<file path="src/rtl/fsc_pkg.sv">
package fsc_pkg;

  typedef enum logic [2:0] {
    PH_IDLE,
    PH_WAIT_ACK,
    PH_ACT_DLY,
    PH_CHANGE,
    PH_BYPASS,
    PH_SETTLE
  } phase_e;

  localparam int unsigned RA_CTRL   = 0;
  localparam int unsigned RA_ACT    = 1;
  localparam int unsigned RA_ABT    = 2;
  localparam int unsigned RA_HOLD   = 3;
  localparam int unsigned RA_SETTLE = 4;
  localparam int unsigned RA_LAT    = 5;
  localparam int unsigned RA_STAT   = 6;

  localparam int unsigned CB_FULL = 0;
  localparam int unsigned CB_HALF = 1;
  localparam int unsigned CB_SLOW = 5;

endpackage

</file>
<file path="src/rtl/fsc_regs.sv">
module fsc_regs
  import fsc_pkg::*;
#(
  parameter int ADDR_W   = 3,
  parameter int DATA_W   = 32,
  parameter int ACT_W    = 8,
  parameter int ABT_W    = 16,
  parameter int HOLD_W   = 8,
  parameter int SETTLE_W = 32,
  parameter int LAT_W    = 32
) (
  input  logic                clk,
  input  logic                rst_n,
  input  logic                wr_en,
  input  logic [ADDR_W-1:0]   wr_addr,
  input  logic [DATA_W-1:0]   wr_data,
  input  logic [ADDR_W-1:0]   rd_addr,
  output logic [DATA_W-1:0]   rd_data,
  input  logic                busy_i,
  output logic [ACT_W-1:0]    act_o,
  output logic [ABT_W-1:0]    abt_o,
  output logic [HOLD_W-1:0]   hold_o,
  output logic [SETTLE_W-1:0] settle_o,
  output logic [LAT_W-1:0]    lat_o,
  output logic                start_o,
  output logic [2:0]          code_o
);

  logic [2:0] ctl_q;
  logic [2:0] new_ctl;
  logic [2:0] rising;
  logic       ctl_wr;

  assign new_ctl = {wr_data[CB_SLOW], wr_data[CB_HALF], wr_data[CB_FULL]};
  assign rising  = new_ctl & ~ctl_q;
  assign ctl_wr  = wr_en && (wr_addr == ADDR_W'(RA_CTRL));
  assign start_o = ctl_wr && $onehot(new_ctl) && (rising == new_ctl) && !busy_i;
  assign code_o  = new_ctl;

  always_ff @(posedge clk or negedge rst_n) begin
    if (!rst_n) begin
      ctl_q    <= '0;
      act_o    <= '0;
      abt_o    <= '0;
      hold_o   <= '0;
      settle_o <= '0;
      lat_o    <= '0;
    end else if (wr_en) begin
      if (ctl_wr)                              ctl_q    <= new_ctl;
      if (wr_addr == ADDR_W'(RA_ACT))    act_o    <= wr_data[ACT_W-1:0];
      if (wr_addr == ADDR_W'(RA_ABT))    abt_o    <= wr_data[ABT_W-1:0];
      if (wr_addr == ADDR_W'(RA_HOLD))   hold_o   <= wr_data[HOLD_W-1:0];
      if (wr_addr == ADDR_W'(RA_SETTLE)) settle_o <= wr_data[SETTLE_W-1:0];
      if (wr_addr == ADDR_W'(RA_LAT))    lat_o    <= wr_data[LAT_W-1:0];
    end
  end

  always_comb begin
    rd_data = '0;
    if (rd_addr == ADDR_W'(RA_CTRL)) begin
      rd_data[CB_FULL] = ctl_q[0];
      rd_data[CB_HALF] = ctl_q[1];
      rd_data[CB_SLOW] = ctl_q[2];
    end else if (rd_addr == ADDR_W'(RA_ACT))    rd_data = DATA_W'(act_o);
    else if (rd_addr == ADDR_W'(RA_ABT))        rd_data = DATA_W'(abt_o);
    else if (rd_addr == ADDR_W'(RA_HOLD))       rd_data = DATA_W'(hold_o);
    else if (rd_addr == ADDR_W'(RA_SETTLE))     rd_data = DATA_W'(settle_o);
    else if (rd_addr == ADDR_W'(RA_LAT))        rd_data = DATA_W'(lat_o);
    else if (rd_addr == ADDR_W'(RA_STAT))       rd_data[0] = busy_i;
  end

  // an accepted trigger always makes the sequencer busy on the next cycle
  p_start_busy_r2: assert property (@(posedge clk) disable iff (!rst_n)
    start_o |=> busy_i);

endmodule

</file>
<file path="src/rtl/fsc_phase.sv">
module fsc_phase
  import fsc_pkg::*;
#(
  parameter int CNT_W    = 32,
  parameter int ACT_W    = 8,
  parameter int ABT_W    = 16,
  parameter int HOLD_W   = 8,
  parameter int SETTLE_W = 32,
  parameter int STROBE_N = 3
) (
  input  logic                clk,
  input  logic                rst_n,
  input  logic                start_i,
  input  logic [2:0]          code_i,
  input  logic                ack_i,
  input  logic [ACT_W-1:0]    act_i,
  input  logic [ABT_W-1:0]    abt_i,
  input  logic [HOLD_W-1:0]   hold_i,
  input  logic [SETTLE_W-1:0] settle_i,
  output logic                freeze_n_o,
  output logic [STROBE_N-1:0] chg_n_o,
  output logic                bypass_o,
  output logic [2:0]          sel_o,
  output logic                busy_o,
  output logic                release_o
);

  phase_e           phase_q;
  logic [CNT_W-1:0] cnt_q;
  logic             cnt_last;

  function automatic logic [CNT_W-1:0] at_least_one(input logic [CNT_W-1:0] d);
    return (d == '0) ? CNT_W'(1) : d;
  endfunction

  assign cnt_last = (cnt_q <= CNT_W'(1));

  always_ff @(posedge clk or negedge rst_n) begin
    if (!rst_n) begin
      phase_q <= PH_IDLE;
      cnt_q   <= '0;
      sel_o   <= '0;
    end else begin
      unique case (phase_q)
        PH_IDLE: if (start_i) begin
          phase_q <= PH_WAIT_ACK;
          sel_o   <= code_i;
        end
        PH_WAIT_ACK: if (ack_i) begin
          phase_q <= PH_ACT_DLY;
          cnt_q   <= at_least_one(CNT_W'(act_i));
        end
        PH_ACT_DLY: if (cnt_last) begin
          phase_q <= PH_CHANGE;
          cnt_q   <= at_least_one(CNT_W'(abt_i));
        end else cnt_q <= cnt_q - CNT_W'(1);
        PH_CHANGE: if (cnt_last) begin
          phase_q <= PH_BYPASS;
          cnt_q   <= at_least_one(CNT_W'(hold_i));
        end else cnt_q <= cnt_q - CNT_W'(1);
        PH_BYPASS: if (cnt_last) begin
          phase_q <= PH_SETTLE;
          cnt_q   <= at_least_one(CNT_W'(settle_i));
        end else cnt_q <= cnt_q - CNT_W'(1);
        PH_SETTLE: if (cnt_last) phase_q <= PH_IDLE;
                   else cnt_q <= cnt_q - CNT_W'(1);
        default: phase_q <= PH_IDLE;
      endcase
    end
  end

  assign freeze_n_o = (phase_q == PH_IDLE);
  assign busy_o     = (phase_q != PH_IDLE);
  assign bypass_o   = (phase_q == PH_BYPASS) || (phase_q == PH_SETTLE);
  assign release_o  = (phase_q == PH_BYPASS) && cnt_last;

  for (genvar g = 0; g < STROBE_N; g++) begin : g_strobe
    assign chg_n_o[g] = !((phase_q == PH_CHANGE) || (phase_q == PH_BYPASS));
  end

  // bypass only inside a freeze
  p_bypass_in_freeze_r11: assert property (@(posedge clk) disable iff (!rst_n)
    bypass_o |-> !freeze_n_o);
  // strobes only inside a freeze
  p_strobe_in_freeze_r11: assert property (@(posedge clk) disable iff (!rst_n)
    (chg_n_o != '1) |-> !freeze_n_o);
  // strobes fall only at the end of the post-acknowledge delay
  p_strobe_after_ack_r4: assert property (@(posedge clk) disable iff (!rst_n)
    $fell(chg_n_o[0]) |-> $past(phase_q == PH_ACT_DLY));
  // bypass rises only out of the strobe phase
  p_bypass_after_strobe_r5: assert property (@(posedge clk) disable iff (!rst_n)
    $rose(bypass_o) |-> $past(chg_n_o == '0));
  // freeze released only after settle, with strobes high and bypass up
  p_release_order_r7: assert property (@(posedge clk) disable iff (!rst_n)
    $rose(freeze_n_o) |-> ($past(bypass_o) && $past(chg_n_o == '1) && !bypass_o));
  // the held code is one-hot while busy
  p_sel_onehot_r2: assert property (@(posedge clk) disable iff (!rst_n)
    busy_o |-> $onehot(sel_o));

endmodule

</file>
<file path="src/rtl/fsc_latency.sv">
module fsc_latency #(
  parameter int LAT_W = 32
) (
  input  logic             clk,
  input  logic             rst_n,
  input  logic             load_i,
  input  logic [LAT_W-1:0] lat_i,
  output logic             pulse_o
);

  logic [LAT_W-1:0] cnt_q;
  logic             run_q;

  always_ff @(posedge clk or negedge rst_n) begin
    if (!rst_n) begin
      cnt_q   <= '0;
      run_q   <= 1'b0;
      pulse_o <= 1'b0;
    end else if (load_i) begin
      cnt_q   <= (lat_i == '0) ? LAT_W'(1) : lat_i;
      run_q   <= 1'b1;
      pulse_o <= 1'b0;
    end else if (run_q) begin
      if (cnt_q <= LAT_W'(1)) begin
        run_q   <= 1'b0;
        pulse_o <= 1'b1;
      end else begin
        cnt_q   <= cnt_q - LAT_W'(1);
        pulse_o <= 1'b0;
      end
    end else begin
      pulse_o <= 1'b0;
    end
  end

  // the new-rate mark is a single-cycle pulse
  p_pulse_single_r8: assert property (@(posedge clk) disable iff (!rst_n)
    pulse_o |=> !pulse_o);

endmodule

</file>
<file path="src/rtl/freq_switch_seq.sv">
module freq_switch_seq #(
  parameter int ADDR_W   = 3,
  parameter int DATA_W   = 32,
  parameter int ACT_W    = 8,
  parameter int ABT_W    = 16,
  parameter int HOLD_W   = 8,
  parameter int SETTLE_W = 32,
  parameter int LAT_W    = 32,
  parameter int STROBE_N = 3
) (
  input  logic                clk,
  input  logic                rst_n,
  input  logic                wr_en,
  input  logic [ADDR_W-1:0]   wr_addr,
  input  logic [DATA_W-1:0]   wr_data,
  input  logic [ADDR_W-1:0]   rd_addr,
  output logic [DATA_W-1:0]   rd_data,
  input  logic                freeze_ack,
  output logic                freeze_req_n,
  output logic [STROBE_N-1:0] clk_chg_n,
  output logic                pll_bypass,
  output logic [2:0]          freq_sel,
  output logic                new_freq_pulse
);

  localparam int W_A   = (ACT_W > ABT_W) ? ACT_W : ABT_W;
  localparam int W_B   = (W_A > HOLD_W) ? W_A : HOLD_W;
  localparam int CNT_W = (W_B > SETTLE_W) ? W_B : SETTLE_W;

  logic [ACT_W-1:0]    act_w;
  logic [ABT_W-1:0]    abt_w;
  logic [HOLD_W-1:0]   hold_w;
  logic [SETTLE_W-1:0] settle_w;
  logic [LAT_W-1:0]    lat_w;
  logic                start_w;
  logic [2:0]          code_w;
  logic                busy_w;
  logic                release_w;

  fsc_regs #(
    .ADDR_W(ADDR_W), .DATA_W(DATA_W), .ACT_W(ACT_W), .ABT_W(ABT_W),
    .HOLD_W(HOLD_W), .SETTLE_W(SETTLE_W), .LAT_W(LAT_W)
  ) u_regs (
    .clk(clk), .rst_n(rst_n), .wr_en(wr_en), .wr_addr(wr_addr),
    .wr_data(wr_data), .rd_addr(rd_addr), .rd_data(rd_data),
    .busy_i(busy_w), .act_o(act_w), .abt_o(abt_w), .hold_o(hold_w),
    .settle_o(settle_w), .lat_o(lat_w), .start_o(start_w), .code_o(code_w)
  );

  fsc_phase #(
    .CNT_W(CNT_W), .ACT_W(ACT_W), .ABT_W(ABT_W), .HOLD_W(HOLD_W),
    .SETTLE_W(SETTLE_W), .STROBE_N(STROBE_N)
  ) u_phase (
    .clk(clk), .rst_n(rst_n), .start_i(start_w), .code_i(code_w),
    .ack_i(freeze_ack), .act_i(act_w), .abt_i(abt_w), .hold_i(hold_w),
    .settle_i(settle_w), .freeze_n_o(freeze_req_n), .chg_n_o(clk_chg_n),
    .bypass_o(pll_bypass), .sel_o(freq_sel), .busy_o(busy_w),
    .release_o(release_w)
  );

  fsc_latency #(.LAT_W(LAT_W)) u_lat (
    .clk(clk), .rst_n(rst_n), .load_i(release_w), .lat_i(lat_w),
    .pulse_o(new_freq_pulse)
  );

endmodule

</file>
<file path="config.mk">
export PLATFORM = sky130hd
export DESIGN_NAME = freq_switch_seq
export DESIGN_NICKNAME = d
export VERILOG_FILES = /design/src/rtl/fsc_pkg.sv /design/src/rtl/fsc_regs.sv /design/src/rtl/fsc_phase.sv /design/src/rtl/fsc_latency.sv /design/src/rtl/freq_switch_seq.sv
export SDC_FILE = /design/constraint.sdc
export NUM_CORES = 1
export LEC_CHECK = 0
export BUFFER_PORTS_ARGS = -buffer_cell sky130_fd_sc_hd__buf_2
export CAP_MARGIN = 20
export CORE_ASPECT_RATIO = 0.6
export CORE_MARGIN = 2
export CORE_UTILIZATION = 50
export CTS_BUF_LIST = sky130_fd_sc_hd__clkbuf_4
export CTS_CLUSTER_SIZE = 25
export DETAILED_ROUTE_END_ITERATION = 10
export PLACE_DENSITY_LB_ADDON = 0.2
export SYNTH_ARGS = -nofsm -noshare
export SYNTH_HDL_FRONTEND = slang
export SYNTH_SLANG_ARGS = --single-unit
</file>
<file path="constraint.sdc">
create_clock -name clk -period 4.24 [get_ports clk]
set_input_delay 1.06 -clock clk [delete_from_list [all_inputs] [get_ports clk]]
set_output_delay 1.06 -clock clk [all_outputs]
set_load 0.02 [all_outputs]
</file>
==> results of run 1 <==
-- routing by layer --
layer  wire [um]  up-vias  global-route usage, %
li1            -     3642                      -
met1       14340     3978                  48.29
met2       10270      440                  36.37
met3        3247       25                  9.231
met4         261        0                  4.936
met5           0        -                      0
-- cell families after synthesis --
| logic type | after synthesis | synth area share (%) |
|---|---|---|
| DFF | 171 | 45.51 |
| xor gates and xnor gates | 30 | 2.794 |
| adders and majority gates | 5 | 0.7452 |
| muxes | 133 | 15.84 |
| and+or+nand+nor | 325 | 17.29 |
| AOI/OAI and AO/OA | 202 | 14.52 |
| buffers and inverters | 72 | 3.313 |
-- metrics by stage --
step	setup WS (ps)	power (uW)
5_1_grt	519.5	5553
3_3_place_gp	754.2	4180
4_1_cts	715.0	5204
3_5_place_dp	723.1	4206
6_report	687.6	5251
2_1_floorplan	177.5	3594
-- area by class of cell --
| type | count | area (um2) |
|---|---|---|
| Fill cell | 1668 | 7884 |
| Multi-Input combinational cell | 695 | 4825 |
| Clock buffer | 18 | 135.1 |
| Timing Repair Buffer | 105 | 611.8 |
| Inverter | 17 | 63.81 |
| Sequential cell | 171 | 4279 |
| Clock inverter | 14 | 158.9 |
| Tap cell | 240 | 300.3 |
-- synthesized netlist by cell type, types with 12 or more instances --
cell type / count / area [um2]
nand2_1: 85 / 319.1
dfrtp_1: 171 / 4279
nor2_1: 80 / 300.3
mux2i_1: 34 / 340.3
nor3_1: 33 / 165.2
inv_1: 17 / 63.81
or4_1: 12 / 90.09
xnor2_1: 20 / 175.2
o21ai_0: 76 / 380.4
nand3_1: 15 / 75.07
mux2_2: 96 / 1081
a21oi_1: 22 / 110.1
a22oi_1: 12 / 90.09
nor4_1: 40 / 250.2
clkbuf_1: 36 / 135.1
-- flip-flops by register name (all words and copies together), names as in the netlist --
signal,flops
u_lat.cnt_q,32
u_regs.hold_o,8
u_regs.settle_o,32
u_phase.sel_o,3
u_lat.run_q,1
u_regs.act_o,8
u_lat.pulse_o,1
u_regs.abt_o,16
u_phase.cnt_q,32
u_regs.lat_o,32
u_phase.phase_q,3
u_regs.ctl_q,3
-- worst paths after layout --
check,start,to,slack (ps),depth (start not counted)
max in group asynchronous,rst_n,u_regs.settle_o[18],2890,2
worst min-delay path,rst_n,u_lat.pulse_o,400,1
worst max register to register,u_phase.cnt_q[21],u_phase.cnt_q[9],950,7
worst max-delay path,rd_addr[0],rd_data[13],690,6
min in group clk,u_phase.cnt_q[16],u_phase.cnt_q[16],530,1
worst min register to register,u_phase.cnt_q[16],u_phase.cnt_q[16],530,1
-- power by group through the flow --
stage / registers (uW) / clock network, uW / logic, uW
floorplan: 2250 / 0 / 1340
global placement: 2480 / 0 / 1700
detailed placement: 2480 / 0 / 1720
CTS: 2450 / 1020 / 1730
global route: 2520 / 1090 / 1940
finish: 2480 / 1000 / 1760
-- cells in the final DEF (no fill, tap or decap), types with 4 or more instances in the layout --
cell | Yosys | final
dfrtp_1 | 171 | 171
mux2_2 | 96 | 96
nand2_1 | 85 | 85
buf_2 | 6 | 81
nor2_1 | 80 | 79
o21ai_0 | 76 | 76
nor4_1 | 40 | 40
mux2i_1 | 34 | 34
nor3_1 | 33 | 32
a21oi_1 | 22 | 22
xnor2_1 | 20 | 20
buf_4 | 5 | 20
clkbuf_4 | 0 | 18
inv_1 | 17 | 17
nand3_1 | 15 | 15
or4_1 | 12 | 12
a22oi_1 | 12 | 12
nand2b_1 | 10 | 10
or3_1 | 10 | 10
nand4_1 | 10 | 10
a32oi_1 | 10 | 10
o211ai_1 | 10 | 10
xor2_1 | 10 | 10
a221oi_1 | 8 | 8
o2bb2ai_1 | 7 | 7
a211oi_1 | 7 | 7
o22ai_1 | 6 | 6
a22o_1 | 6 | 6
inv_6 | 0 | 6
or2_2 | 4 | 4
ha_1 | 4 | 4
==> metrics.cfg, run 1 <==
[run_status]
status = finished clean

[sta]
drv_slew = 0
slew_headroom_pct = 31.83
finalSetupViolations = 0
rsz0062_at_grt = false
max_clock_freq_mhz = 281.5
worst_hold_slack_ps = 399.2
hold_viol = 0
fin_tns_setup_ps = 0
tightest_slew_ps = 1019
min_period_over_period_pct = 83.78
fin_crit_ps = 3552
skew_ps = 34.71

[cells_and_area]
final_nets = 1054
drive_gt1_share_pct = 24.61
area_delta_synth_final_pct = 10.33
diodes = 0
finalCoreUtilization_pct = 56.82
layout.cells.non_filler = 1260
final_area_um2 = 10370

[grt]
grt_overflow = 0
track_usage_pct = 29.30
grt_max_degree = 80
grt_first_pass_wirelength_um = 44480
grt_pass1_vias = 7493
antenna_found_initial = 0

[power]
peakVddDrop_uv = 290.0
p_switching_uw = 2170
p_seq_share_pct = 47.3
power_density_nw_per_um2 = 506.2
swShare_pct = 41.33
internal_power_uw = 3081
power_frac_comb_pct = 33.6
clkPwrFrac_pct = 19.1
p_leak_uw = 0.004541

[synth]
async_flop_share_pct = 100.0
syn_nets = 985
syn_area_um2 = 9403
ys_types = 70
syn_avg_cell_area_um2 = 10.02
yosys_warnings = 0
synthFlopType = dfrtp_1
synth_edf_count = 0
syn_inst = 938
ys_seq_area_share_pct = 45.51
ys_seq_elements = 171

[clocking]
cts_tree = built
numClockSinks = 171
hold_buffers = 0
clkLatencyLatePin_ps = 580
numCtsBuffers = 17
htreeDepth = 4
root_buffer = clkbuf_4
cts_resized = 0
clk_pin_slew_worst_paths_ps = 150
clock_path_buffers = 2
postCtsSetupRepairBufs = 0

[route]
vias = 8085
drt_iter0_markers = 909
avgViaCountPerCell = 6.417
routed_wirelength_um = 28110
routedWlPerCell_um = 22.31
drc = 0
postRouteAntennaNets = 0
first_pass_iters = 5

[floorplan]
core.rowCount = 38
dieHeight_um = 110.2
start_util_pct = 51.50
io_pins = 83
die-area_um2 = 19960
core_um2 = 18260
die_w_um = 181.0

[placed_design]
gp_congestion = 0.9381
place_area_um2 = 10070
hpwl_um = 20780
io_buffers = 82
numPlacedInstances = 1227

[worst_setup_path]
critPathBufInv = 2
start_kind = input pin
cp_max_fo = 13
crit_path_frequent_cell = buf_2
worst_ep_required_time_ps = 3180
worstPathCellList = buf_2 > nor2_1 > and2_1 > nand2_1 > o21ai_0 > buf_2
critical_path_class = in2out
end_kind = output pin
arrival_ps = 2490
critical_path.top_delay_family = simple AND/OR/NAND/NOR gates
crit_slowest_cell = and2_1
max_stage_delay_ps = 420

[hold_path]
min_path_type = in2async

[run]
timing.max_cap.violations = 0

Note: power is estimated with default switching activity, not from simulation.
==> inputs of run 2 (changes only) <==
--- a/config.mk
+++ b/config.mk
@@ -5,6 +5,7 @@
 export SDC_FILE = /design/constraint.sdc
 export NUM_CORES = 1
 export LEC_CHECK = 0
+export ABC_AREA = 1
 export BUFFER_PORTS_ARGS = -buffer_cell sky130_fd_sc_hd__buf_2
 export CAP_MARGIN = 20
 export CORE_ASPECT_RATIO = 0.6
==> constraint.sdc (replaced) <==
create_clock -name clk -period 2.86 [get_ports clk]
set_input_delay 0.715 -clock clk [delete_from_list [all_inputs] [get_ports clk]]
set_output_delay 0.715 -clock clk [all_outputs]
set_load 0.02 [all_outputs]
==> metrics.cfg, run 2 <==
[run_status]
status = finished clean

[synth]
synth_top_area_share_pct = 41.74  ; -3.8 points
synth_top_family_by_area = simple AND/OR/NAND/NOR gates
synth_fa_ha_area_share_pct = 0.6835  ; -0.062 points
syn_inst = 1486  ; +58%
syn_nets = 1533  ; +56%
yosys-top-cells-area = dfrtp_1, nand2_1, o21ai_0, inv_1, nor2_1
syn_avg_cell_area_um2 = 6.898  ; -31%
synth_top_cell_by_area = dfrtp_1
syn_area_um2 = 10250  ; +9.0%
synth_xor_xnor_area_share_pct = 4.016  ; +1.2 points
synth_common_cells = nand2_1, o21ai_0, dfrtp_1, inv_1, nor2_1
ys_types = 41  ; -41%
synth_edf_count = 0  ; unchanged
synth_compound_area_share_pct = 13.40  ; -1.1 points
ys_seq_elements = 171  ; unchanged
yosys_warnings = 0  ; unchanged
synthSimpleGateAreaFrac_pct = 31.95  ; +15 points
synth.most_common_cell = nand2_1
yosys-mux-area-fraction_pct = 0  ; -16 points
async_flop_share_pct = 100.0  ; unchanged
synthFlopType = dfrtp_1
ys_seq_area_share_pct = 41.74  ; -3.8 points

[worst_setup_path]
r2r_end = u_lat.cnt_q[9]
critical_path_class = in2out
r2r_start = u_phase.cnt_q[0]
end_kind = output pin
worst_ep_required_time_ps = 2140  ; -1040 ps
arrival_ps = 2020  ; -470 ps
cp_max_fo = 10  ; -3
cp-startpoint = rd_addr[1]
worstSetupEndpoint = rd_data[29]
start_kind = input pin
r2r_slack_ps = 480  ; -470 ps
reg2reg_depth = 11  ; +4

[placed_design]
io_buffers = 82  ; unchanged
hpwl_um = 24640  ; +19%
numPlacedInstances = 1823  ; +49%
gp_congestion = 0.9808  ; +4.6%
place_ws_ps = 149.8  ; -573.3 ps

[grt]
grt_pass1_vias = 9202  ; +23%
track_usage_pct = 30.89  ; +1.6 points
antenna_found_initial = 0  ; unchanged
grt_overflow = 0  ; unchanged
grt_first_pass_wirelength_um = 51200  ; +15%
grt_max_degree = 63  ; -21%

[clocking]
clkLatencyLatePin_ps = 630  ; +50 ps
numCtsBuffers = 17  ; unchanged
htreeDepth = 4  ; unchanged
root_buffer = clkbuf_4
clk_pin_slew_worst_paths_ps = 150  ; about the same
numClockSinks = 171  ; unchanged
hold_buffers = 0  ; unchanged
cts_tree = built
clock_path_buffers = 2  ; unchanged

[cells_and_area]
diodes = 0  ; unchanged
finalCoreUtilization_pct = 56.96  ; +0.14 points
final_cell_mix = nand2_1, o21ai_0, dfrtp_1, inv_1, nor2_1
area_delta_synth_final_pct = 11.52
final_nets = 1618  ; +54%
drive_gt1_share_pct = 10.86  ; -14 points
layout.cells.non_filler = 1857  ; +47%
mostFrequentLayoutCell = nand2_1

[sta]
drv_slew = 0  ; unchanged
min_period_over_period_pct = 95.55
skew_ps = 23.70  ; -11.01 ps
slew_headroom_pct = 48.55  ; +17 points
fin_tns_setup_ps = 0  ; unchanged
max_clock_freq_mhz = 365.9
fin_crit_ps = 2733
fin_ws_ps = 127.2  ; -560.5 ps
hold_viol = 0  ; unchanged
finalSetupViolations = 0  ; unchanged
tightest_slew_ps = 765.8  ; -253.0 ps
rsz0062_at_grt = false

[hold_path]
min_path_type = in2async

[route]
vias = 10110  ; +25%
routedWlPerCell_um = 17.40  ; -22%
routed_wirelength_um = 32320  ; +15%
avgViaCountPerCell = 5.444  ; -15%
drc = 0  ; unchanged
dr_wl_met3_um = 3404  ; +4.8%
first_pass_iters = 5  ; unchanged
wl_met1_um = 16080  ; +12%
dr_wl_met2_um = 12360  ; +20%
drt_iter0_markers = 1066  ; +17%
top_layer = met4
postRouteAntennaNets = 0  ; unchanged

[power]
p_leak_uw = 0.005973  ; +32%
peakVddDrop_uv = 561.2  ; +94%
power_density_nw_per_um2 = 1117  ; +120%

[floorplan]
start_util_pct = 51.08  ; -0.42 points
dieHeight_um = 114.9  ; +4.3%
die-area_um2 = 21700  ; +8.7%
io_pins = 83  ; unchanged
core.rowCount = 40  ; +5.3%
core_um2 = 20070  ; +9.9%
die_w_um = 188.9  ; +4.3%

[run]
timing.max_cap.violations = 0  ; unchanged

==> run 2: changes by cell type after synthesis, sizes merged, moves of 34 or more <==
cell	before	now
o21ai	76	184
mux2i	34	0
nor2	81	170
nand2	85	506
inv	17	163
nor4	41	2
nand3	15	75
mux2	96	0
==> run 2: logic make-up after synthesis <==
group           after synthesis
simple gates                801
compound gates              249
buf+inv                     213
flops                       171
xor+xnor                     47
fa+ha+maj                     5
==> run 2: area by class of cell <==
| cell class | instances | area (um2) |
|---|---|---|
| well taps | 273 | 341.6 |
| clock buffers | 18 | 135.1 |
| flip-flops and latches | 171 | 4279 |
| multi-input cells | 1102 | 5145 |
| repair buffers | 115 | 726.9 |
| fillers | 1970 | 8637 |
| inverters | 164 | 619.3 |
| clock inverters | 14 | 185.2 |
==> run 2: worst max-delay path, cell delays in order <==
cell,delay (ps)
buf_2,120
nor2_1,200
nand2_1,140
inv_1,190
buf_4,260
nor2_1,70
a21oi_1,120
buf_2,180
==> run 2: report_power, final <==
part | total [uW] | internal, uW | leakage (uW) | switching (uW)
clock | 1620 | 638 | 0.000169 | 980
sequential | 3870 | 3090 | 0.00221 | 775
combinational | 7290 | 2320 | 0.00360 | 4960
==> run 2: stage by stage <==
step | total power (uW) | hold WS [ps] | instance area, um2
after floorplan | 9013 | 419.4 | 10250
after global placement | 10890 | 466.2 | 11080
after detailed placement | 10970 | 472.3 | 11080
after CTS | 12590 | 36.17 | 11400
after global routing | 13820 | 51.36 | 11430
final | 12770 | 37.68 | 11430
==> run 2: how the worst min path moves through the flow <==
stage	startpoint	end	slack [ps]	depth (start not counted)
2_1_floorplan	rst_n	u_lat.cnt_q[0]	420	0
3_3_place_gp	u_regs.lat_o[3]	u_regs.lat_o[3]	470	2
3_5_place_dp	u_regs.lat_o[0]	u_regs.lat_o[0]	470	2
4_1_cts	rst_n	u_phase.cnt_q[21]	40	1
5_1_grt	rst_n	u_regs.lat_o[21]	50	1
6_report	rst_n	u_regs.lat_o[22]	40	1
==> run 2: repair_timing <==
| action | in CTS | in global routing |
|---|---|---|
| buffers inserted | 0 | 2 |
| resized for setup | 0 | 4 |
| setup endpoints to repair | 0 | 4 |
==> run 2: per-layer routing <==
| layer | GRT usage, % | up-vias |
|---|---|---|
| met5 | 0 | - |
| met3 | 8.700 | 37 |
| met2 | 40.96 | 447 |
| met1 | 48.40 | 4705 |
| li1 | - | 4920 |
| met4 | 8.438 | 0 |
